[src/rtl/txc_pkg.sv]
package txc_pkg;
   // Action decoded from one write-back event
   typedef enum logic [1:0] {
      ACT_NONE = 2'd0,
      ACT_ARM  = 2'd1,
      ACT_FIRE = 2'd2
   } txc_act_e;
endpackage

[src/rtl/txc_cmd_decode.sv]
module txc_cmd_decode
   import txc_pkg::*;
#(
   parameter int CMD_W   = 8,
   parameter int CNT_W   = 16,
   parameter int DLY_BIT = 7,
   parameter int RPT_BIT = 3
) (
   input  logic             valid_i,
   input  logic [CMD_W-1:0] cmd_i,
   input  logic [CNT_W-1:0] delay_i,
   output txc_act_e         act_o
);
   logic want_rpt, want_dly, zero_dly;

   always_comb begin
      want_rpt = valid_i & cmd_i[RPT_BIT];
      want_dly = cmd_i[DLY_BIT];
      zero_dly = (delay_i == '0);
      act_o    = ACT_NONE;
      if (want_rpt) begin
         // a zero delay degenerates to an immediate report
         if (want_dly && !zero_dly) act_o = ACT_ARM;
         else                       act_o = ACT_FIRE;
      end
   end
endmodule

[src/rtl/txc_countdown.sv]
module txc_countdown
   import txc_pkg::*;
#(
   parameter int CNT_W = 16
) (
   input  logic             clk,
   input  logic             rst_n,
   input  txc_act_e         act_i,
   input  logic             tick_i,
   input  logic [CNT_W-1:0] delay_i,
   output logic             expire_o
);
   localparam logic [CNT_W-1:0] ONE = {{(CNT_W-1){1'b0}}, 1'b1};

   logic [CNT_W-1:0] cnt_q;

   // any write-back action overrides expiry in the same cycle
   always_comb expire_o = (act_i == ACT_NONE) && tick_i && (cnt_q == ONE);

   always_ff @(posedge clk) begin
      if (!rst_n)                         cnt_q <= '0;
      else if (act_i == ACT_ARM)          cnt_q <= delay_i;
      else if (act_i == ACT_FIRE)         cnt_q <= '0;
      else if (tick_i && cnt_q != '0)     cnt_q <= cnt_q - ONE;
   end

   a_r1_load: assert property (@(posedge clk) disable iff (!rst_n)
      (act_i == ACT_ARM) |=> (cnt_q == $past(delay_i)));
   a_r5_clear: assert property (@(posedge clk) disable iff (!rst_n)
      (act_i == ACT_FIRE) |=> (cnt_q == '0));
   a_r3_hold: assert property (@(posedge clk) disable iff (!rst_n)
      (act_i == ACT_NONE && !tick_i) |=> $stable(cnt_q));
   a_r7_idle: assert property (@(posedge clk) disable iff (!rst_n)
      (act_i == ACT_NONE && cnt_q == '0) |=> (cnt_q == '0));
endmodule

[src/rtl/txc_irq_gen.sv]
module txc_irq_gen #(
   parameter bit OUT_REG = 1'b1
) (
   input  logic clk,
   input  logic rst_n,
   input  logic req_i,
   input  logic en_i,
   output logic irq_o
);
   generate
      if (OUT_REG) begin : g_reg
         logic irq_q;
         always_ff @(posedge clk) begin
            if (!rst_n) irq_q <= 1'b0;
            else        irq_q <= req_i & en_i;
         end
         assign irq_o = irq_q;

         a_r9_gated: assert property (@(posedge clk) disable iff (!rst_n)
            !en_i |=> !irq_o);
      end else begin : g_comb
         assign irq_o = req_i & en_i & rst_n;
      end
   endgenerate
endmodule

[src/rtl/tx_irq_coalescer.sv]
module tx_irq_coalescer
   import txc_pkg::*;
#(
   parameter int CNT_W   = 16,
   parameter int CMD_W   = 8,
   parameter int DLY_BIT = 7,
   parameter int RPT_BIT = 3,
   parameter bit OUT_REG = 1'b1
) (
   input  logic             clk,
   input  logic             rst_n,
   input  logic             wb_valid,
   input  logic [CMD_W-1:0] wb_cmd,
   input  logic [CNT_W-1:0] delay_val,
   input  logic             irq_en,
   input  logic             tick,
   output logic             irq_pulse
);
   generate
      if (CNT_W < 1 || CNT_W > 32) begin : g_bad_cnt
         $error("CNT_W out of range");
      end
      if (DLY_BIT >= CMD_W || RPT_BIT >= CMD_W || DLY_BIT == RPT_BIT) begin : g_bad_bits
         $error("command bit positions invalid");
      end
   endgenerate

   txc_act_e act;
   logic     expire;
   logic     fire_req;

   txc_cmd_decode #(
      .CMD_W(CMD_W), .CNT_W(CNT_W), .DLY_BIT(DLY_BIT), .RPT_BIT(RPT_BIT)
   ) u_dec (
      .valid_i(wb_valid), .cmd_i(wb_cmd), .delay_i(delay_val), .act_o(act)
   );

   txc_countdown #(.CNT_W(CNT_W)) u_cnt (
      .clk(clk), .rst_n(rst_n), .act_i(act), .tick_i(tick),
      .delay_i(delay_val), .expire_o(expire)
   );

   always_comb fire_req = expire | (act == ACT_FIRE);

   txc_irq_gen #(.OUT_REG(OUT_REG)) u_irq (
      .clk(clk), .rst_n(rst_n), .req_i(fire_req), .en_i(irq_en), .irq_o(irq_pulse)
   );

   generate
      if (OUT_REG) begin : g_chk
         a_r4_immediate: assert property (@(posedge clk) disable iff (!rst_n)
            (wb_valid && wb_cmd[RPT_BIT] && !wb_cmd[DLY_BIT] && irq_en) |=> irq_pulse);
         a_r6_arm_no_irq: assert property (@(posedge clk) disable iff (!rst_n)
            (act == ACT_ARM) |=> !irq_pulse);
         a_r10_no_report: assert property (@(posedge clk) disable iff (!rst_n)
            (wb_valid && !wb_cmd[RPT_BIT] && !tick) |=> !irq_pulse);
      end
   endgenerate
endmodule

[config.mk]
export PLATFORM = sky130hd
export DESIGN_NAME = tx_irq_coalescer
export DESIGN_NICKNAME = d
export VERILOG_FILES = /design/src/rtl/txc_pkg.sv /design/src/rtl/txc_cmd_decode.sv /design/src/rtl/txc_countdown.sv /design/src/rtl/txc_irq_gen.sv /design/src/rtl/tx_irq_coalescer.sv
export SDC_FILE = /design/constraint.sdc
export NUM_CORES = 1
export LEC_CHECK = 0
export BUFFER_PORTS_ARGS = -buffer_cell sky130_fd_sc_hd__buf_2
export CAP_MARGIN = 20
export CORE_MARGIN = 4
export CORE_UTILIZATION = 40
export CTS_CLUSTER_SIZE = 20
export DETAILED_ROUTE_END_ITERATION = 8
export SYNTH_ARGS = -nofsm -noshare
export SYNTH_HDL_FRONTEND = slang
export SYNTH_SLANG_ARGS = --single-unit
[constraint.sdc]
create_clock -name clk -period 5.4 [get_ports clk]
set_input_delay 0.81 -clock clk [delete_from_list [all_inputs] [get_ports clk]]
set_output_delay 0.81 -clock clk [all_outputs]
set_load 0.03 [all_outputs]
* Word level (Yosys, flattened, before mapping) *
Cells that the tools add are included.

word-level totals
  output and inout port bits = 1
  flip-flop bits (word level) = 17
  input bits = 29

cells by class
  mux-type cells = 5
  equality and inequality tests = 3
  add/subtract/negate cells = 1
  bitwise logic cells = 3
  reduce and logical (&&, ||, !) cells = 9

operators with widths
  cell                                                 number
  two-way mux 16 bit                                   3
  == test 16 x 1 -> 1 bit (second input constant)      1
  zero test 16 bit                                     1
  nonzero test 16 bit                                  1
  subtractor 16 x 1 -> 16 bit (second input constant)  1
  logical AND 1 bit                                    4
  two-way mux 2 bit                                    2
  nonzero test 3 bit                                   1
  bitwise AND 1 bit                                    2
  == test 2 x 1 -> 1 bit (second input constant)       1
  == test 2 bit (second input constant)                1
  zero test 2 bit                                      1
  zero test 1 bit                                      1
  OR 1 bit                                             1

* Depth between registers and ports, before layout *
Gate-level depths: netlist (run 1).

  depth after elaboration = 10
  gate-level depth with buffers = 9
  mapped depth without buffers = 7

* By module *
From an unflattened synthesis (run 1), not the netlist that was laid out.

unflattened totals
  cells, all modules = 167
  area, all modules = 1322.5 µm²

modules (own cells, without submodules)
  module            instances  sequential area each (µm²)  cells each  area each (µm²)
  txc_countdown     1          320.3                       154         1221.2
  txc_cmd_decode    1          0.0                         9           63.8
  txc_irq_gen       1          20.0                        2           26.3
  tx_irq_coalescer  1          0.0                         2           11.3

* Least setup slack after synthesis (run 1) *
Ideal clock, no wire load.

  kind = input-to-reg
  start = in delay_val[3]
  end = reg u_cnt.cnt_q[10]
  setup time = 0.121 ns
  stages on the path = 6
  setup slack = 3.525 ns
  data required time = 5.279 ns
  arrival time = 1.754 ns
  cell sequence = nor4_1 > nand4_1 > and2_1 > clkbuf_1 > a22oi_1 > a21oi_1

on the way
  cells in the longest elaborated chain, start to end = 8
  elaborated cells on any way between the ends = 10

RTL lines
  item                    RTL line                RTL
  start: declaration      tx_irq_coalescer.sv:14  input logic [CNT_W-1:0] delay_val,
  zero test 16 bit (*)    txc_cmd_decode.sv:19    zero_dly = (delay_i == '0);
  zero test 1 bit (*)     txc_cmd_decode.sv:23    if (want_dly && !zero_dly) act_o = ACT_ARM;
  logical AND 1 bit (*)   txc_cmd_decode.sv:23
  two-way mux 2 bit (*)   txc_cmd_decode.sv:23
  two-way mux 2 bit (*)   txc_cmd_decode.sv:21    if (want_rpt) begin
  == test 2 bit           txc_countdown.sv:23     else if (act_i == ACT_FIRE) cnt_q <= '0;
  two-way mux 16 bit      txc_countdown.sv:23
  two-way mux 16 bit      txc_countdown.sv:22     else if (act_i == ACT_ARM) cnt_q <= delay_i;
  end signal: assignment  txc_countdown.sv:22
  end signal: assignment  txc_countdown.sv:24     else if (tick_i && cnt_q != '0) cnt_q <= cnt_q - ONE;
  end: declaration        txc_countdown.sv:15     logic [CNT_W-1:0] cnt_q;

Every way passes the cells marked *; elsewhere a longest branch is shown, timed or not.
A chain may end at the register's enable or synchronous reset.

* Worst setup path after layout (run 1) *
  start = reg u_cnt.cnt_q[0]
  end = reg u_cnt.cnt_q[2]

on the way
  cells in the longest elaborated chain, start to end = 4
  elaborated cells on any way between the ends = 7

RTL lines
  item                         RTL line
  subtractor 16 x 1 -> 16 bit  txc_countdown.sv:24
  two-way mux 16 bit           txc_countdown.sv:24
  two-way mux 16 bit           txc_countdown.sv:23
  two-way mux 16 bit           txc_countdown.sv:22

Several ways; a longest one is shown, not always the timed one. The select of a mux whose other input is x is not followed.

==> results of run 1 <==
-- power breakdown --
group / switching, mW / internal [mW] / leakage, nW
combinational: 0.0953 / 0.0712 / 0.351
sequential: 0.0250 / 0.143 / 0.140
clock: 0.0445 / 0.0288 / 0.0150
-- cell type report --
| class | instances | area share (%) |
|---|---|---|
| multi-input combinational | 118 | 59.7 |
| tap | 31 | 2.96 |
| clock buffer | 4 | 2.01 |
| sequential | 17 | 26.0 |
| inverter | 2 | 0.573 |
| timing repair buffer | 23 | 8.79 |
-- worst reg2reg max path, cell delays in order, from the launching register on --
cell and delay [ps]:
dfxtp_1 470, inv_1 80, ha_1 250, or3b_1 360
nor2_1 100, a21oi_2 630, a21oi_1 140, nor3b_1 210
-- metal layers --
metal	part of all wire, %	track usage (%)	vias up
li1	-	-	601
met1	46	23.1	592
met2	48	25.4	25
met3	4.7	4.68	6
met4	1.6	4.61	0
met5	0	0	-
-- state kept, by name (all words and copies together) (netlist names) --
signal       count
u_cnt.cnt_q     16
u_irq.irq_o      1
-- layout by cell type (no fill, tap or decap), types with 2 or more instances in the layout --
| cell type | instances |
|---|---|
| ha_1 | 2 |
| nand3_1 | 4 |
| a21boi_0 | 3 |
| clkbuf_4 | 3 |
| a22oi_1 | 4 |
| or4_4 | 2 |
| a32oi_1 | 3 |
| nor3b_1 | 2 |
| and4_1 | 2 |
| o31ai_1 | 2 |
| and2_1 | 2 |
| nand4_1 | 5 |
| o21ai_0 | 9 |
| xor2_1 | 5 |
| a21o_1 | 3 |
| nand2_1 | 11 |
| a21oi_1 | 16 |
| nor4_2 | 2 |
| nor2_1 | 8 |
| nor4_1 | 5 |
| buf_2 | 23 |
| nor3_1 | 7 |
| dfxtp_1 | 17 |
| a31oi_1 | 3 |
| inv_1 | 2 |
| nor3_2 | 2 |
-- how the worst max path moves through the flow --
stage                                   end                        start  cells past startpoint
6_report        u_cnt.cnt_q[2]$_SDFFE_PN0P_  u_cnt.cnt_q[0]$_SDFFE_PN0P_                      7
4_1_cts         u_cnt.cnt_q[2]$_SDFFE_PN0P_  u_cnt.cnt_q[0]$_SDFFE_PN0P_                      7
3_5_place_dp    u_cnt.cnt_q[2]$_SDFFE_PN0P_                     wb_valid                      6
3_3_place_gp    u_cnt.cnt_q[2]$_SDFFE_PN0P_                     wb_valid                      6
5_1_grt         u_cnt.cnt_q[2]$_SDFFE_PN0P_  u_cnt.cnt_q[0]$_SDFFE_PN0P_                      7
2_1_floorplan  u_cnt.cnt_q[10]$_SDFFE_PN0P_                 delay_val[3]                      6
-- cells in the mapped netlist --
master    count  area share [%]
dfxtp_1      17              29
nor3b_1       2             1.3
nor2b_1       1            0.53
and4_1        2             1.5
or3b_1        1            0.75
xor2_1        5             3.7
nor3_2        2             1.7
buf_2         3             1.3
o311ai_1      1            0.75
o21a_1        1            0.64
nand4b_1      1            0.75
nor4b_4       1             2.0
a22o_1        1            0.75
and2_1        2             1.1
clkbuf_1      5             1.6
a21oi_1      16             6.8
nor4_2        2             2.1
a22oi_1       4             2.6
o21ai_0       9             3.8
a32o_1        1            0.85
nand3_1       4             1.7
or4_4         2             1.9
a31oi_1       3             1.6
o31ai_1       2             1.3
a21o_1        3             1.9
nor3_1        7             3.0
a41oi_1       1            0.75
a211oi_1      1            0.64
a32oi_1       3             2.2
ha_1          2             2.1
and3_1        1            0.53
nor4b_1       1            0.75
a21boi_0      3             1.9
a21oi_2       1            0.75
nor4_1        5             2.7
o41a_1        1            0.96
nand2_1      11             3.5
buf_6         1            0.96
or3_1         1            0.53
nor2_1        8             2.6
nor2_4        1            0.96
inv_1         2            0.64
nand4_1       5             2.7
-- cells by family (layout without fill, tap and decap cells) --
kind of cell             Yosys count  after routing  share of synthesized area [%]
AO/OA/AOI/OAI                     51             51                           28.2
XOR/XNOR                           5              5                           3.73
adder cells (fa/ha/maj)            2              2                           2.13
buffers and inverters             11             29                           4.47
flip-flops                        17             17                           29.0
AND/OR/NAND/NOR                   60             60                           32.5
-- metrics by stage --
step	utilization, %	power [mW]	cells
2_1_floorplan	-	0.298	146
3_3_place_gp	46.2	0.331	191
3_5_place_dp	46.2	0.336	191
4_1_cts	47.1	0.409	195
5_1_grt	47.1	0.441	195
6_report	47.1	0.408	195
==> results.cfg, run 1 <==
[outcome]
status = completed

[worst_setup_path]
cp.buffers_inverters = 1
crit_path_top_delay_cell = a21oi_2
crit_path_max_fanout = 19
r2r-end = u_cnt.cnt_q[2]$_SDFFE_PN0P_
r2r_cells = 7
path_class = flip-flop to flip-flop
cp_top_family = compound AO/OA/AOI/OAI gates
reg2reg_slack_ps = 3100
crit_required_ps = 5630
cp_cell_sequence = inv_1, ha_1, or3b_1, nor2_1, a21oi_2, a21oi_1, nor3b_1
cp-end-kind = flip-flop
crit_arrival_ps = 2530
reg2reg_from = u_cnt.cnt_q[0]$_SDFFE_PN0P_
cpPeakStageDelay_ps = 630
setup.worst_path.start_class = flip-flop

[sta]
finalCritPeriodShare_pct = 42.5
rsz0062_at_grt = false
relSlewSlack_pct = 47.7
setup_viol = 0
hold_viol_final = 0
holdWs_ps = 554
fin_crit_ps = 2300
worst_slack_ps = 3100
totalNegativeSetupSlack_ps = 0
fin_skew_ps = 4.08
max_slew.worst_pin.slew_ps = 784
fmax_mhz = 435
slew_viol_final = 0

[cells_and_area]
multi_input_area_um2 = 782
seqCellArea_um2 = 340
antenna_cells_inserted = 0
drive_gt1_share_pct = 21.3
fillers = 293
syn_to_final_growth_pct = 11.5
fin_area_um2 = 1310
design.final.nets = 196

[min_path]
min_path_type = flip-flop to flip-flop
hp-start = u_cnt.cnt_q[15]$_SDFFE_PN0P_
holdPathEnd = u_cnt.cnt_q[15]$_SDFFE_PN0P_
holdPathStages = 2

[global_route]
grt-ovfl-total = 0
grt_pass1_vias = 1150
grt_max_degree = 20
grt_pass1_wl_mm = 5.38
track_usage_pct = 16.8
grt_antenna_before_repair = 0

[yosys]
ys.warnings.count = 0
ys_ff_latch = 17
syn-num-nets = 177
syn_inst = 146
syn_avg_cell_area_um2 = 8.05
synth_cell_types = 43
yosysSeqAreaShare_pct = 29.0
netlist_area_um2 = 1170

[power_and_ir_drop]
ir_drop_v = 0.000232
p_per_area_nw_per_um2 = 311
leakage_nw = 0.506

[cts]
cts_setup_buffers = 0
root_buffer = clkbuf_4
cts_hold_buf = 0
clkSinkCount = 17
numCtsBuffers = 3
cts-resized-gates = 0
cts.clk_slew.worst_paths_ps = 110
cts_tree = built
h-tree-depth = 1
cts_buffer_depth = 2
clock_latency_ps = 300

[die]
start_util_pct = 42.2
die-area_um2 = 3870
dieHeight_um = 62.2
rows = 19
io_pins = 30
die_w_um = 62.2
core_area_um2 = 2780

[placement]
placed_cell_area_um2 = 1280
dp_slack_ps = 2890
place_hpwl_mm = 2.34
gp_congestion = 0.863
portBuffers = 23

[routing]
drtIter0Drc = 77
routed_wl_mm = 3.18
dr.pass1.iters = 4
route.vias.total = 1224
detail-route-antenna-nets = 0
drcViolationCount = 0
wire_per_inst_um = 16.3
drt-vias-per-instance = 6.28

[run]
cap_violations = 0
Note: power is estimated with default switching activity, not from simulation.
==> run 2: changes to the inputs <==
- ABC_AREA: default -> 1
- clock period: 5.4 -> 2.3 ns (I/O delays scaled with it)
==> results.cfg, run 2 <==
[outcome]
status = completed

[power_and_ir_drop]
p_int_uw = 523
p_per_area_nw_per_um2 = 586
power_uw = 875
p_sw_share_pct = 40.3
leakage_nw = 0.760
clkPwrFrac_pct = 19.3
comb_power_share_pct = 38.4
p_seq_share_pct = 42.3
ir_drop_v = 0.000362
p_switching_uw = 352

[sta]
fin_skew_ps = 16.2
fmax_mhz = 571
setup_viol = 0
finalCritPeriodShare_pct = 76.2
fin_crit_ps = 1750
slew_viol_final = 0
max_slew.worst_pin.slew_ps = 626
rsz0062_at_grt = false
holdWs_ps = 294
totalNegativeSetupSlack_ps = 0
hold_viol_final = 0
relSlewSlack_pct = 58.2

[cells_and_area]
layout_commonest_cell = nor2_1
top_register = u_cnt.cnt_q
mostFrequentLayoutCells = 66 x nor2_1, 57 x nand2_1, 27 x nand3_1
largest_register_ffs = 16
antenna_cells_inserted = 0
syn_to_final_growth_pct = 12.5
drive_gt1_share_pct = 15.8
design.final.nets = 291

[cts]
cts_hold_buf = 0
clock_latency_ps = 310
clkSinkCount = 17
cts.clk_slew.worst_paths_ps = 120
cts_setup_buffers = 0
root_buffer = clkbuf_4
h-tree-depth = 1
numCtsBuffers = 3
cts_buffer_depth = 2
cts-resized-gates = 0
cts_tree = built

[yosys]
synthTopCellsByArea = dfxtp_1 26%, nor2_1 19%, nand2_1 16%
syn_inst = 237
synth-edff-count = 0
synth_top_area_cell = dfxtp_1
yosysMostFrequentCell = nor2_1
async_flop_share_pct = 0
syn_avg_cell_area_um2 = 5.60
ys.warnings.count = 0
netlist_top_cells_count = 66 x nor2_1, 57 x nand2_1, 27 x nand3_1, 19 x inv_1, 17 x dfxtp_1
netlist_area_um2 = 1330
dominantRegCellSynth = dfxtp_1
syn-num-nets = 268
ys_ff_latch = 17
yosysSeqAreaShare_pct = 25.7
synth.top_cell.area_share_pct = 25.7
synth_cell_types = 25

[min_path]
holdPathEnd = u_irq.irq_o$_SDFF_PN0_
holdPathStages = 3
min_path_type = primary input to flip-flop
hp-start = irq_en

[worst_setup_path]
crit_path_max_fanout = 23
crit_arrival_ps = 1950
reg2reg_slack_ps = 550
cp-end-kind = flip-flop
setup.worst_path.start_class = flip-flop
path_class = flip-flop to flip-flop
reg2reg_from = u_cnt.cnt_q[0]$_SDFFE_PN0P_
r2r-end = u_cnt.cnt_q[6]$_SDFFE_PN0P_
r2r_cells = 10
crit_required_ps = 2500

[routing]
routed_wl_mm = 3.30
drt-vias-per-instance = 4.73
wire_per_inst_um = 10.9
drtIter0Drc = 94
dr.pass1.iters = 4
drcViolationCount = 0
detail-route-antenna-nets = 0
route.vias.total = 1434

[die]
io_pins = 30
dieHeight_um = 65.6
core_area_um2 = 3100
die-area_um2 = 4300
start_util_pct = 42.7
rows = 20
die_w_um = 65.6

[placement]
portBuffers = 23
place_hpwl_mm = 2.53
gp_congestion = 0.782

[global_route]
track_usage_pct = 17.6
grt-ovfl-total = 0
grt_antenna_before_repair = 0
grt_pass1_wl_mm = 5.91
grt_max_degree = 24
grt_pass1_vias = 1303

[run]
cap_violations = 0
[run 2: logic make-up after synthesis]
logic type / Yosys count / share of synthesized area (%)
xor gates and xnor gates: 1 / 0.660
DFF: 17 / 25.7
buffers and inverters: 29 / 9.43
and+or+nand+nor: 162 / 51.8
adders and majority gates: 2 / 1.89
AOI/OAI and AO/OA: 26 / 10.6
[run 2: area by class of cell]
cell class              count  area [um2]
clock buffers               3        22.5
clock inverters             1        5.00
fillers                   367        1610
inverters                  23        86.3
multi-input cells         191         861
flip-flops and latches     17         340
well taps                  44        55.1
repair buffers             24         123
[run 2: per-layer routing]
layer	track usage, %	wire length [um]	vias to the layer above
met3	4.27	133	2
met2	27.9	1380	25
met5	0	0	-
met4	3.89	21	0
li1	-	-	792
met1	23.9	1760	615
[run 2: critical path: stages (launching register included)]
cell      delay (ps)
dfxtp_1          380
clkinv_1         100
ha_1             240
nand2_2          130
nor2_4            70
nand2_1           80
nand2_2           80
nand2_4          230
inv_2            150
nor2_1           130
nor2_1            50
[run 2: worst max-delay path by stage]
stage | from | to | slack [ps] | depth (start not counted)
3_3_place_gp | u_cnt.cnt_q[0]$_SDFFE_PN0P_ | u_cnt.cnt_q[6]$_SDFFE_PN0P_ | 560 | 10
2_1_floorplan | u_cnt.cnt_q[0]$_SDFFE_PN0P_ | u_cnt.cnt_q[9]$_SDFFE_PN0P_ | 850 | 11
5_1_grt | u_cnt.cnt_q[0]$_SDFFE_PN0P_ | u_cnt.cnt_q[4]$_SDFFE_PN0P_ | 370 | 10
3_5_place_dp | u_cnt.cnt_q[0]$_SDFFE_PN0P_ | u_cnt.cnt_q[2]$_SDFFE_PN0P_ | 570 | 10
6_report | u_cnt.cnt_q[0]$_SDFFE_PN0P_ | u_cnt.cnt_q[6]$_SDFFE_PN0P_ | 550 | 10
4_1_cts | u_cnt.cnt_q[0]$_SDFFE_PN0P_ | u_cnt.cnt_q[6]$_SDFFE_PN0P_ | 520 | 10
[run 2: per-stage QoR]
stage               cells  instance area, um2  utilization (%)  worst slack, ps
floorplan             237                1330                -              852
finish                303                1490             48.1              547
global route          303                1490             48.1              367
detailed placement    299                1470             47.2              570
global placement      299                1470             47.2              561
CTS                   303                1490             48.1              524
[run 2: power groups by stage]
stage               combinational (mW)  clock, mW  sequential (mW)
finish                           0.336      0.169            0.370
global route                     0.401      0.185            0.376
CTS                              0.340      0.177            0.369
detailed placement               0.339          0            0.376
global placement                 0.338          0            0.376
floorplan                        0.272          0            0.366
